### src/rtl/i2c_line_selftest.sv
module i2c_line_selftest #(
  parameter int SETTLE      = 4,
  parameter int STRETCH_MAX = 16,
  parameter bit SCL_SENSE   = 1'b1
) (
  input  logic       clk,
  input  logic       rst_n,
  input  logic       start,
  input  logic       scl_in,
  input  logic       sda_in,
  output logic       scl_low,
  output logic       sda_low,
  output logic       busy,
  output logic       done,
  output logic       pass,
  output logic [2:0] err_code
);
  localparam int CW = $clog2(SETTLE + 1);
  localparam int WW = $clog2(STRETCH_MAX + 1);

  localparam logic [2:0] E_NONE   = 3'd0;
  localparam logic [2:0] E_BUSY   = 3'd1;
  localparam logic [2:0] E_SDA_HI = 3'd2;
  localparam logic [2:0] E_SDA_LO = 3'd3;
  localparam logic [2:0] E_SCL_HI = 3'd4;
  localparam logic [2:0] E_SCL_LO = 3'd5;
  localparam logic [2:0] E_OTHER  = 3'd6;

  typedef enum logic [3:0] {
    S_IDLE, S_REST, S_DPULL, S_DFREE, S_CPULL, S_CFREE, S_REL_D, S_REL_C, S_DONE
  } state_t;

  state_t        st;
  logic [CW-1:0] cnt;
  logic [WW-1:0] wcnt;
  logic          hold_c;
  logic [2:0]    chk;

  wire scl_v      = SCL_SENSE ? scl_in : (st != S_CPULL);
  wire settle_end = (cnt == CW'(SETTLE - 1));
  wire stalled    = (st == S_CFREE) && !scl_v;

  assign sda_low = (st == S_DPULL);
  assign scl_low = (st == S_CPULL) || (st == S_REL_D && hold_c);
  assign busy    = (st != S_IDLE);
  assign done    = (st == S_DONE);

  always_comb begin
    chk = E_NONE;
    case (st)
      S_REST:  if (!sda_in || !scl_v) chk = E_BUSY;
      S_DPULL: if (sda_in) chk = E_SDA_HI; else if (!scl_v) chk = E_OTHER;
      S_DFREE: if (!sda_in) chk = E_SDA_LO; else if (!scl_v) chk = E_OTHER;
      S_CPULL: if (scl_v) chk = E_SCL_HI; else if (!sda_in) chk = E_OTHER;
      S_CFREE: if (!scl_v) chk = E_SCL_LO; else if (!sda_in) chk = E_OTHER;
      default: chk = E_NONE;
    endcase
  end

  always_ff @(posedge clk) begin
    if (!rst_n) begin
      st       <= S_IDLE;
      cnt      <= '0;
      wcnt     <= '0;
      hold_c   <= 1'b0;
      pass     <= 1'b0;
      err_code <= E_NONE;
    end else begin
      case (st)
        S_IDLE: if (start) begin
          st       <= S_REST;
          cnt      <= '0;
          wcnt     <= '0;
          hold_c   <= 1'b0;
          pass     <= 1'b0;
          err_code <= E_NONE;
        end
        S_REST, S_DPULL, S_DFREE, S_CPULL, S_CFREE: begin
          if (stalled) begin
            cnt <= '0;
            if (wcnt == WW'(STRETCH_MAX - 1)) begin
              err_code <= E_SCL_LO;
              st       <= S_REL_D;
            end else begin
              wcnt <= wcnt + 1'b1;
            end
          end else if (settle_end) begin
            cnt <= '0;
            if (chk != E_NONE) begin
              err_code <= chk;
              hold_c   <= (st == S_CPULL);
              st       <= S_REL_D;
            end else if (st == S_CFREE) begin
              pass <= 1'b1;
              st   <= S_DONE;
            end else begin
              st <= state_t'(st + 4'd1);
            end
          end else begin
            cnt <= cnt + 1'b1;
          end
        end
        S_REL_D: if (settle_end) begin
          cnt <= '0;
          st  <= S_REL_C;
        end else cnt <= cnt + 1'b1;
        S_REL_C: if (settle_end) begin
          cnt <= '0;
          st  <= S_DONE;
        end else cnt <= cnt + 1'b1;
        default: st <= S_IDLE;
      endcase
    end
  end

  a_r2_never_both: assert property (@(posedge clk) disable iff (!rst_n)
    !(sda_low && scl_low));
  a_r9_data_freed_first: assert property (@(posedge clk) disable iff (!rst_n)
    $fell(scl_low) |-> !sda_low);
  a_r10_done_pulse: assert property (@(posedge clk) disable iff (!rst_n)
    done |=> !done);
  a_r10_pass_clean: assert property (@(posedge clk) disable iff (!rst_n)
    (done && pass) |-> (err_code == E_NONE));
  a_r10_result_held: assert property (@(posedge clk) disable iff (!rst_n)
    (!busy && !start) |=> ($stable(err_code) && $stable(pass)));
  a_r11_start_ignored: assert property (@(posedge clk) disable iff (!rst_n)
    (busy && !done && start) |=> busy);
  a_r7_wait_bound: assert property (@(posedge clk) disable iff (!rst_n)
    (st == S_CFREE) |-> (wcnt < WW'(STRETCH_MAX)));
endmodule

### config.mk
export PLATFORM = sky130hd
export DESIGN_NAME = i2c_line_selftest
export DESIGN_NICKNAME = d
export VERILOG_FILES = /design/src/rtl/i2c_line_selftest.sv
export SDC_FILE = /design/constraint.sdc
export NUM_CORES = 1
export LEC_CHECK = 0
export ABC_AREA = 1
export CORE_ASPECT_RATIO = 0.75
export CORE_MARGIN = 5
export CORE_UTILIZATION = 30
export DETAILED_ROUTE_END_ITERATION = 8
export PLACE_DENSITY = 0.51
export SYNTH_ARGS = -nofsm -noshare
export SYNTH_HDL_FRONTEND = slang
export SYNTH_SLANG_ARGS = --single-unit
### constraint.sdc
create_clock -name clk -period 2.1 [get_ports clk]
set_clock_uncertainty 0.15 [all_clocks]
set_input_delay 0.42 -clock clk [delete_from_list [all_inputs] [get_ports clk]]
set_output_delay 0.42 -clock clk [all_outputs]
set_load 0.005 [all_outputs]
[Yosys cells after proc, flatten, opt, wreduce, memory -nomap -nowiden]
Cells that the tools add are included.
Word-level totals
  input port bits: 5
  memories kept: 0
  bits in latches: 0
  output and inout port bits: 8
  bits in registers: 17
  bits in read-only memories: 0
  logic and storage cells: 91
  bits in writable memories: 0
Cells by class
  add/sub/neg operators: 3
  reductions and logical operators: 19
  equality and inequality tests: 23
  multiplexer cells: 40
  magnitude comparators: 0
  $mul: 0
  shift-type cells: 0
  divide/modulo/power cells: 0
  bitwise logic cells: 0
Operators with widths (count)
  two-way mux 3 bit: 13
  two-way mux 4 bit: 8
  inequality test 2 bit (second input constant): 10
  == test 4 x 3 -> 1 bit (second input constant): 4
  one-hot mux 4 bit (4 select lines): 1
  two-way mux 5 bit: 3
  one-hot mux 3 bit (5 select lines): 1
  AND reduction 5 bit: 3
  one-hot mux 5 bit (2 select lines): 1
  two-way mux 1 bit: 9
  inequality test 3 bit (second input constant): 3
  one-hot mux 3 bit (3 select lines): 1
  == test 4 x 2 -> 1 bit (second input constant): 2
  one-hot mux 3 bit (2 select lines): 1
  AND reduction 6 bit: 1
  nonzero test 3 bit: 2
  adder 5 x 1 -> 5 bit (second input constant): 1
  == test 5 x 4 -> 1 bit (second input constant): 1
  OR reduction 5 bit: 1
  adder 4 x 1 -> 4 bit (second input constant): 1
  == test 4 x 1 -> 1 bit (second input constant): 1
  == test 4 bit (second input constant): 1
  zero test 4 bit: 1
  one-hot mux 1 bit (2 select lines): 2
  10 further kinds: 13

[Longest topological paths before layout]
Gate-level depths: netlist of run 1.
  depth after elaboration: 9
  mapped depth: 14
  depth with buffers taken out: 13

[Least setup slack after synthesis of run 1]
OpenSTA, ideal clock, no wires.
  path type: register to register
  start point: reg wcnt[0]
  end point: reg wcnt[3]
  arrival time: 1390 ps
  required time: 1819 ps
  setup time: 131 ps
  period minus slack after synthesis: 1671 ps
  setup slack: 429 ps
  stages on the path, launching flop included: 10
  path through: dfxtp_1 > ha_1 > inv_1 > nor3_1 > ha_1 > or2_1 > nand2_2 > nand2_4 > nor3_1 > nor3b_2
On the way
  longest elaborated chain between the ends: 4
  elaborated cells on any way between the ends: 7
  classes of those cells: add/sub (1); eq/ne (2); mux (3); reduce/logical (1)
RTL lines
  from (decl): line 35  | logic [WW-1:0] wcnt;
  from (signal assigned): line 85  | wcnt <= wcnt + 1'b1;
  adder 5 x 1 -> 5 bit: line 85
  two-way mux 5 bit: line 81  | if (wcnt == WW'(STRETCH_MAX - 1)) begin
  two-way mux 5 bit: line 79  | if (stalled) begin
  one-hot mux 5 bit (2 select lines): line 69  | case (st)
Parallel ways exist; a longest one is shown, timed or not. The select of a mux whose other input is x is not followed.
A chain may end at the register's enable or synchronous reset.

[Worst setup path after layout of run 1]
  start point: reg st[0]
  end point: out sda_low
On the way
  longest elaborated chain between the ends: 1
RTL lines
  from (decl): line 33  | state_t st;
  from (signal assigned): line 97  | st <= state_t'(st + 4'd1);
  == test 4 x 2 -> 1 bit: line 43  | assign sda_low = (st == S_DPULL);
  to (decl): line 12  | output logic sda_low,
No other way between the ends.

==> results.sh, run 1 <==
export IMPL_outcome="complete, no violations"
export IMPL_io_pin_count=13
export IMPL_detail_route_vias_per_cell=4.475
export IMPL_detail_route_antenna_nets=0
export IMPL_timing_critical_path_required_ns=1.53
export IMPL_die_h_microns=65.34
export IMPL_critPathLaunchType="flip-flop"
export IMPL_setup_worst_path_class="reg -> out"
export IMPL_seq_area_frac_synth_pct=27.78
export IMPL_core_rowCount=20
export IMPL_die_area_sq_um=5475
export IMPL_arrival_ns=1.46
export IMPL_power_per_cell_area_nw_per_um2=1412
export IMPL_postLayoutCoreUtil_pct=40.91
export IMPL_antenna_cells_inserted=0
export IMPL_drt_total_wl_microns=2985
export IMPL_tritoncts_clock_tree="done"
export IMPL_cts_root_buf="clkbuf_8"
export IMPL_final_setup_viol_count=0
export IMPL_globalRouteTotalUtil_pct=11.33
export IMPL_cts_buffers_inserted=3
export IMPL_fp_dieW_microns=83.79
export IMPL_type_of_element_capturing_the_critical_path="output pin"
export IMPL_fin_crit_sh_pct=96.47
export IMPL_number_of_global_route_vias_before_repair=1083
export IMPL_nets=232
export IMPL_cts_sinks=17
export IMPL_synth_cell_types=28
export IMPL_post_route_min_period_ns=2.026
export IMPL_top_signal_layer_used="met4"
export IMPL_port_buffer_count=12
export IMPL_drtPass1Iterations=4
export IMPL_grt_first_pass_wirelength_microns=5002
export IMPL_hold_viol_final=0
export IMPL_effective_utilization_at_floorplan_pct=30.59
export IMPL_postSynth_asyncResetShare_pct=0
export IMPL_drcViolationCount=0
export IMPL_synthesis_yosys_warnings=0
export IMPL_grt_start_max_net_pins=11
export IMPL_cts_root_to_sink_buffers=2
export IMPL_area_growth_pct=33.71
export IMPL_setup_slack_ns=0.07419
export IMPL_routed_wl_met2_microns=1172
export IMPL_clock_tree_htree_level_count=1
export IMPL_number_of_synthesized_flops_with_an_enable_pin=0
export IMPL_dominantRegCellSynth="dfxtp_1"
export IMPL_clk_latency_ns=0.26
export IMPL_clk_pin_slew_worst_paths_ns=0.07
export IMPL_vdd_drop_max_uv=684.2
export IMPL_floorplan_core_area_sq_um=4004
export IMPL_postSynthAreaPerCell_sq_um=6.516
export IMPL_gp_congestion=0.8969
export IMPL_maxSlewViolCount=0
export IMPL_pre_cts_ws_ns=-0.1941
export IMPL_synth_seq_cells=17
export IMPL_maxCapViolations=0
export IMPL_grt_antenna_before_repair=0
export IMPL_clock_fmax_mhz=493.6
export IMPL_grt_setup_unrepaired="no"
export IMPL_dpl_hpwl_microns=2435
export IMPL_max_slew_worst_pin_slew_ns=0.3805
export IMPL_maxSlewHeadroom_pct=74.44
export IMPL_netlist_instances=188
export IMPL_library_cell_contributing_the_largest_single_delay_on_the_critical_path="clkdlybuf4s50_1"
export IMPL_met3_length_microns=173
export IMPL_hp_class="reg -> reg"
export IMPL_dr_total_vias=1244
export IMPL_static_leakage_power_nw=0.8070
export IMPL_path_cells="inv_2 -> nand2_1 -> nor2_2 -> clkdlybuf4s50_1"
export IMPL_crit_path_max_incr_delay_ns=0.52
export IMPL_worst_path_max_fanout=3
export IMPL_post_route_cells_drive_above_1_share_pct=30.94
export IMPL_detailedRoute_firstIterationViolations=55
export IMPL_synthesis_nets=196
export IMPL_wl_met1_microns=1628
export IMPL_hold_buffers=0
export IMPL_wl_per_cell_microns=10.74
export IMPL_globalRoute_totalOverflow=0
export IMPL_syn_area_sq_um=1225
## power breakdown
part	leakage (nW)	internal, mW	switching, mW
Combinational	0.641	0.642	0.936
Clock	0.0255	0.132	0.112
Sequential	0.140	0.421	0.0696
Total	0.807	1.19	1.12
## timing repair
action                     in CTS  in global routing
setup endpoints to repair       4                 10
setup buffers                   3                  0
resized for setup               9                  8
pin swaps                       1                  5
## path summary, 6_finish.rpt
check / start / to / slack, ns / depth (start not counted)
max: st[0] / sda_low / 0.07 / 4
min: pass / pass / 0.30 / 2
max reg2reg: st[1] / st[3] / 0.19 / 10
min reg2reg: pass / pass / 0.30 / 2
## worst max-delay path, delay by kind of cell (launching register included)
family | cells | cell delay, ns
buffers and inverters | 2 | 0.61
DFF | 1 | 0.32
and+or+nand+nor | 2 | 0.28
## cells in the mapped netlist, types with 2 or more instances
cell,n,share of area [%]
buf_6,3,2.8
inv_2,9,2.8
nor2_4,4,3.7
nand2_4,2,1.8
nor3_1,6,2.5
o21ai_0,9,3.7
o21ai_1,2,0.82
nor2_1,20,6.1
nor2_2,6,3.1
dfxtp_1,17,28
a21oi_1,11,4.5
nand3_1,16,6.5
ha_1,3,3.1
nand2_2,11,5.6
inv_1,21,6.4
nand2_1,36,11
## placed cells by master, fill, tap and decap left out, drive strengths merged, types with 2 or more instances in the layout
cell / n
buf: 22
dfxtp: 17
clkinv: 2
ha: 3
clkbuf: 3
o21ai: 12
nor3: 7
nor2: 30
dlymetal6s2s: 4
clkdlybuf4s50: 8
inv: 30
nand3: 16
nand2: 49
a21oi: 12
## area by class of cell
class | count | area [sq um]
tap | 55 | 68.82
multi-input combinational | 137 | 759.5
fill | 433 | 2366
inverter | 31 | 121.4
sequential | 17 | 346.6
clock buffer | 3 | 41.29
clock inverter | 1 | 5.005
timing repair buffer | 34 | 295.3
## layer usage
| layer | vias to the layer above | GRT usage, % |
|---|---|---|
| li1 | 673 | - |
| met1 | 538 | 17.10 |
| met2 | 30 | 16.07 |
| met3 | 3 | 3.509 |
| met4 | 0 | 1.205 |
| met5 | - | 0 |
## logic make-up (layout without fill, tap and decap cells)
group / after synthesis / after routing / synth area share [%]
adders and majority gates: 3 / 3 / 3.065
AOI/OAI and AO/OA: 28 / 28 / 12.97
and+or+nand+nor: 105 / 105 / 43.21
DFF: 17 / 17 / 27.78
buffers and inverters: 34 / 69 / 12.26
xor gates and xnor gates: 1 / 1 / 0.7151
## state kept, by name, indices dropped and copies added (netlist names)
signal	flops
st	4
err_code	3
wcnt	5
cnt	3
pass	1
hold_c	1
## metrics by stage
stage	power (mW)	TNS (ns)	instance area, sq um	hold WS (ns)	std cells
after CTS	2.305	0	1615	0.3020	278
after floorplan	1.545	0	1225	0.2828	188
after global routing	2.546	0	1638	0.3202	278
final	2.312	0	1638	0.2963	278
after detailed placement	1.994	-1.439	1523	0.2922	271
after global placement	2.002	-1.467	1523	0.2914	271
No activity file was read; power rests on OpenSTA's default activity.
==> run 2: changes to the inputs <==
--- a/config.mk
+++ b/config.mk
@@ -5,12 +5,11 @@
 export SDC_FILE = /design/constraint.sdc
 export NUM_CORES = 1
 export LEC_CHECK = 0
-export ABC_AREA = 1
-export CORE_ASPECT_RATIO = 0.75
+export CORE_ASPECT_RATIO = 1.1
 export CORE_MARGIN = 5
 export CORE_UTILIZATION = 30
 export DETAILED_ROUTE_END_ITERATION = 8
-export PLACE_DENSITY = 0.51
+export PLACE_DENSITY = 0.5
 export SYNTH_ARGS = -nofsm -noshare
 export SYNTH_HDL_FRONTEND = slang
 export SYNTH_SLANG_ARGS = --single-unit
==> run 2 against run 1 <==
Utilization shrank 0.44 points. Sequential share of layout area shrank 1.2 points. Non-clock buffer count shrank 1. Combinational power shrank 16%. Hold slack lost 0.0045 ns. Critical endpoint is now busy. Largest power group unchanged.
==> results.sh, run 2 <==
export IMPL_grt_setup_unrepaired="yes"
export IMPL_number_of_global_route_vias_before_repair=1229
export IMPL_dominantRegCellSynth="dfxtp_1"
export IMPL_reg2reg_to="wcnt[4]"
export IMPL_holdPathEnd="cnt[2]"
export IMPL_type_of_element_capturing_the_critical_path="output pin"
export IMPL_fp_dieW_microns=73.28
export IMPL_synth_largest_area_cell="dfxtp_1"
export IMPL_crit_path_max_incr_delay_ns=0.57
export IMPL_post_route_min_period_ns=2.048
export IMPL_globalRouteTotalUtil_pct=12.05
export IMPL_grt_antenna_before_repair=0
export IMPL_rr_startpoint="wcnt[0]"
export IMPL_floorplan_core_area_sq_um=4285
export IMPL_globalRoute_totalOverflow=0
export IMPL_antenna_cells_inserted=0
export IMPL_maxCapViolations=0
export IMPL_reg_largest_list="wcnt (5), st (4)"
export IMPL_syn_area_sq_um=1321
export IMPL_post_route_cells_drive_above_1_share_pct=30.34
export IMPL_outcome="complete, no violations"
export IMPL_power_per_cell_area_nw_per_um2=1169
export IMPL_synth_largest_type_area_fraction_pct=25.76
export IMPL_cts_root_to_sink_buffers=2
export IMPL_die_area_sq_um=5833
export IMPL_timing_critical_path_required_ns=1.53
export IMPL_setup_slack_ns=0.05184
export IMPL_synth_simple_area_share_pct=34.66
export IMPL_synth_cell_types=56
export IMPL_cell_with_the_most_instances_after_synthesis="dfxtp_1"
export IMPL_tritoncts_clock_tree="done"
export IMPL_seq_area_frac_synth_pct=25.76
export IMPL_path_cells="or4_4 -> dlygate4sd2_1"
export IMPL_clk_latency_ns=0.26
export IMPL_cts_buffers_inserted=3
export IMPL_cp_buffers_inverters=1
export IMPL_synth_seq_cells=17
export IMPL_path_delay_family="simple AND/OR/NAND/NOR gates"
export IMPL_hold_path_cell_count=1
export IMPL_fin_crit_sh_pct=97.53
export IMPL_worst_path_max_fanout=6
export IMPL_area_growth_pct=31.25
export IMPL_wl_per_cell_microns=14.17
export IMPL_dr_total_vias=1201
export IMPL_largest_family_of_logic_cells_by_synthesized_area="simple AND/OR/NAND/NOR gates"
export IMPL_worst_case_hold_slack_ns=0.2918
export IMPL_arrival_ns=1.48
export IMPL_gp_congestion=0.8371
export IMPL_clk_pin_slew_worst_paths_ns=0.07
export IMPL_static_leakage_power_nw=0.6859
export IMPL_core_rowCount=25
export IMPL_synthesis_yosys_warnings=0
export IMPL_drtPass1Iterations=4
export IMPL_clock_fmax_mhz=488.2
export IMPL_synth_area_mux_share_pct=8.712
export IMPL_hold_viol_final=0
export IMPL_detail_route_vias_per_cell=5.177
export IMPL_maxSlewViolCount=0
export IMPL_final_common_cell="buf_4"
export IMPL_synth_compound_area_share_pct=20.45
export IMPL_max_slew_worst_pin_slew_ns=0.4433
export IMPL_dpl_hpwl_microns=2436
export IMPL_grt_first_pass_wirelength_microns=5533
export IMPL_grt_start_max_net_pins=18
export IMPL_netlist_instances=152
export IMPL_pre_cts_ws_ns=-0.1872
export IMPL_max_reg_flops=5
export IMPL_detailedRoute_firstIterationViolations=34
export IMPL_die_h_microns=79.61
export IMPL_synth_common_cells="17 x dfxtp_1, 13 x nand2_1, 12 x nand2b_1, 11 x nor2_1, 9 x mux2i_1"
export IMPL_vdd_drop_max_uv=528.8
export IMPL_hp_class="reg -> reg"
export IMPL_postSynthAreaPerCell_sq_um=8.693
export IMPL_effective_utilization_at_floorplan_pct=30.83
export IMPL_detail_route_antenna_nets=0
export IMPL_reg2reg_setup_slack_ns=0.06
export IMPL_post_synth_fa_ha_maj_area_fraction_pct=3.598
export IMPL_number_of_synthesized_flops_with_an_enable_pin=0
export IMPL_top_register="wcnt"
export IMPL_postSynth_asyncResetShare_pct=0
export IMPL_drcViolationCount=0
export IMPL_drt_total_wl_microns=3287
export IMPL_setup_worst_path_class="reg -> out"
export IMPL_hold_path_startpoint="cnt[2]"
export IMPL_nets=187
export IMPL_library_cell_contributing_the_largest_single_delay_on_the_critical_path="or4_4"
export IMPL_maxSlewHeadroom_pct=69.68
export IMPL_cts_root_buf="clkbuf_8"
export IMPL_port_buffer_count=12
export IMPL_yosys_area_share_xor_xnor_pct=1.326
export IMPL_netlist_top_cells_area="dfxtp_1 26%, mux2i_1 6.8%, nand2b_1 5.7%"
export IMPL_clock_tree_htree_level_count=1
export IMPL_synthesis_nets=160
export IMPL_io_pin_count=13
export IMPL_critPathLaunchType="flip-flop"
export IMPL_mostFrequentLayoutCells="19 x buf_4, 12 x nand2b_1, 12 x nand2_1, 12 x dfxtp_1, 11 x nor2_1"
export IMPL_cts_sinks=17
export IMPL_worst_r2r_path_depth=9
export IMPL_final_setup_viol_count=0
==> run 2: stage by stage <==
| step | cell area, sq um | setup TNS (ns) | total power, mW | cells | util, % |
|---|---|---|---|---|---|
| floorplan | 1321 | 0 | 1.327 | 152 | - |
| global placement | 1599 | -1.809 | 1.670 | 226 | 37.31 |
| detailed placement | 1599 | -2.209 | 1.679 | 226 | 37.31 |
| CTS | 1657 | -0.1057 | 1.940 | 230 | 38.66 |
| global route | 1734 | -0.4024 | 2.171 | 232 | 40.47 |
| finish | 1734 | 0 | 2.028 | 232 | 40.47 |
==> run 2: where the power goes <==
| group | internal, mW | leakage, nW | switching, mW |
|---|---|---|---|
| clock network | 0.135 | 0.0228 | 0.117 |
| registers | 0.387 | 0.140 | 0.0636 |
| logic | 0.664 | 0.523 | 0.660 |
| total | 1.19 | 0.686 | 0.841 |
==> run 2: how the worst max path moves through the flow <==
stage,cells after the start,start,endpoint
global placement,5,scl_in,err_code[0]
global route,9,wcnt[0],wcnt[4]
detailed placement,6,scl_in,err_code[0]
finish,2,st[3],busy
CTS,4,st[1],done
floorplan,8,wcnt[0],wcnt[0]
==> run 2: area by class of cell <==
class | count | area, sq um
multi-input cells | 122 | 968.4
flip-flops and latches | 17 | 346.6
well taps | 54 | 67.56
fillers | 425 | 2551
repair buffers | 33 | 299.0
clock buffers | 4 | 45.04
inverters | 2 | 7.507
==> run 2: layer usage <==
metal / track usage (%) / up-vias / routed length (microns) / part of all wire [%]
met1: 13.99 / 574 / 1517 / 46
met4: 8.303 / 0 / 133 / 4.0
met3: 2.015 / 13 / 107 / 3.3
met5: 0 / - / 0 / 0
li1: - / 592 / - / -
met2: 19.77 / 22 / 1529 / 47
==> run 2: kinds of logic (layout without fill, tap and decap cells) <==
group	after synthesis	count (layout)
flip-flops	17	17
buffers and inverters	13	39
multiplexers	11	11
AO/OA/AOI/OAI	32	32
adder cells (fa/ha/maj)	4	4
AND/OR/NAND/NOR	73	73
XOR/XNOR	2	2
==> run 2: timing repair <==
action                     4_1_cts  5_1_grt
hold buffers                     0        0
buffers inserted                 0        2
pin swaps                        0        6
setup endpoints to repair       10       14
resized for setup                7       15
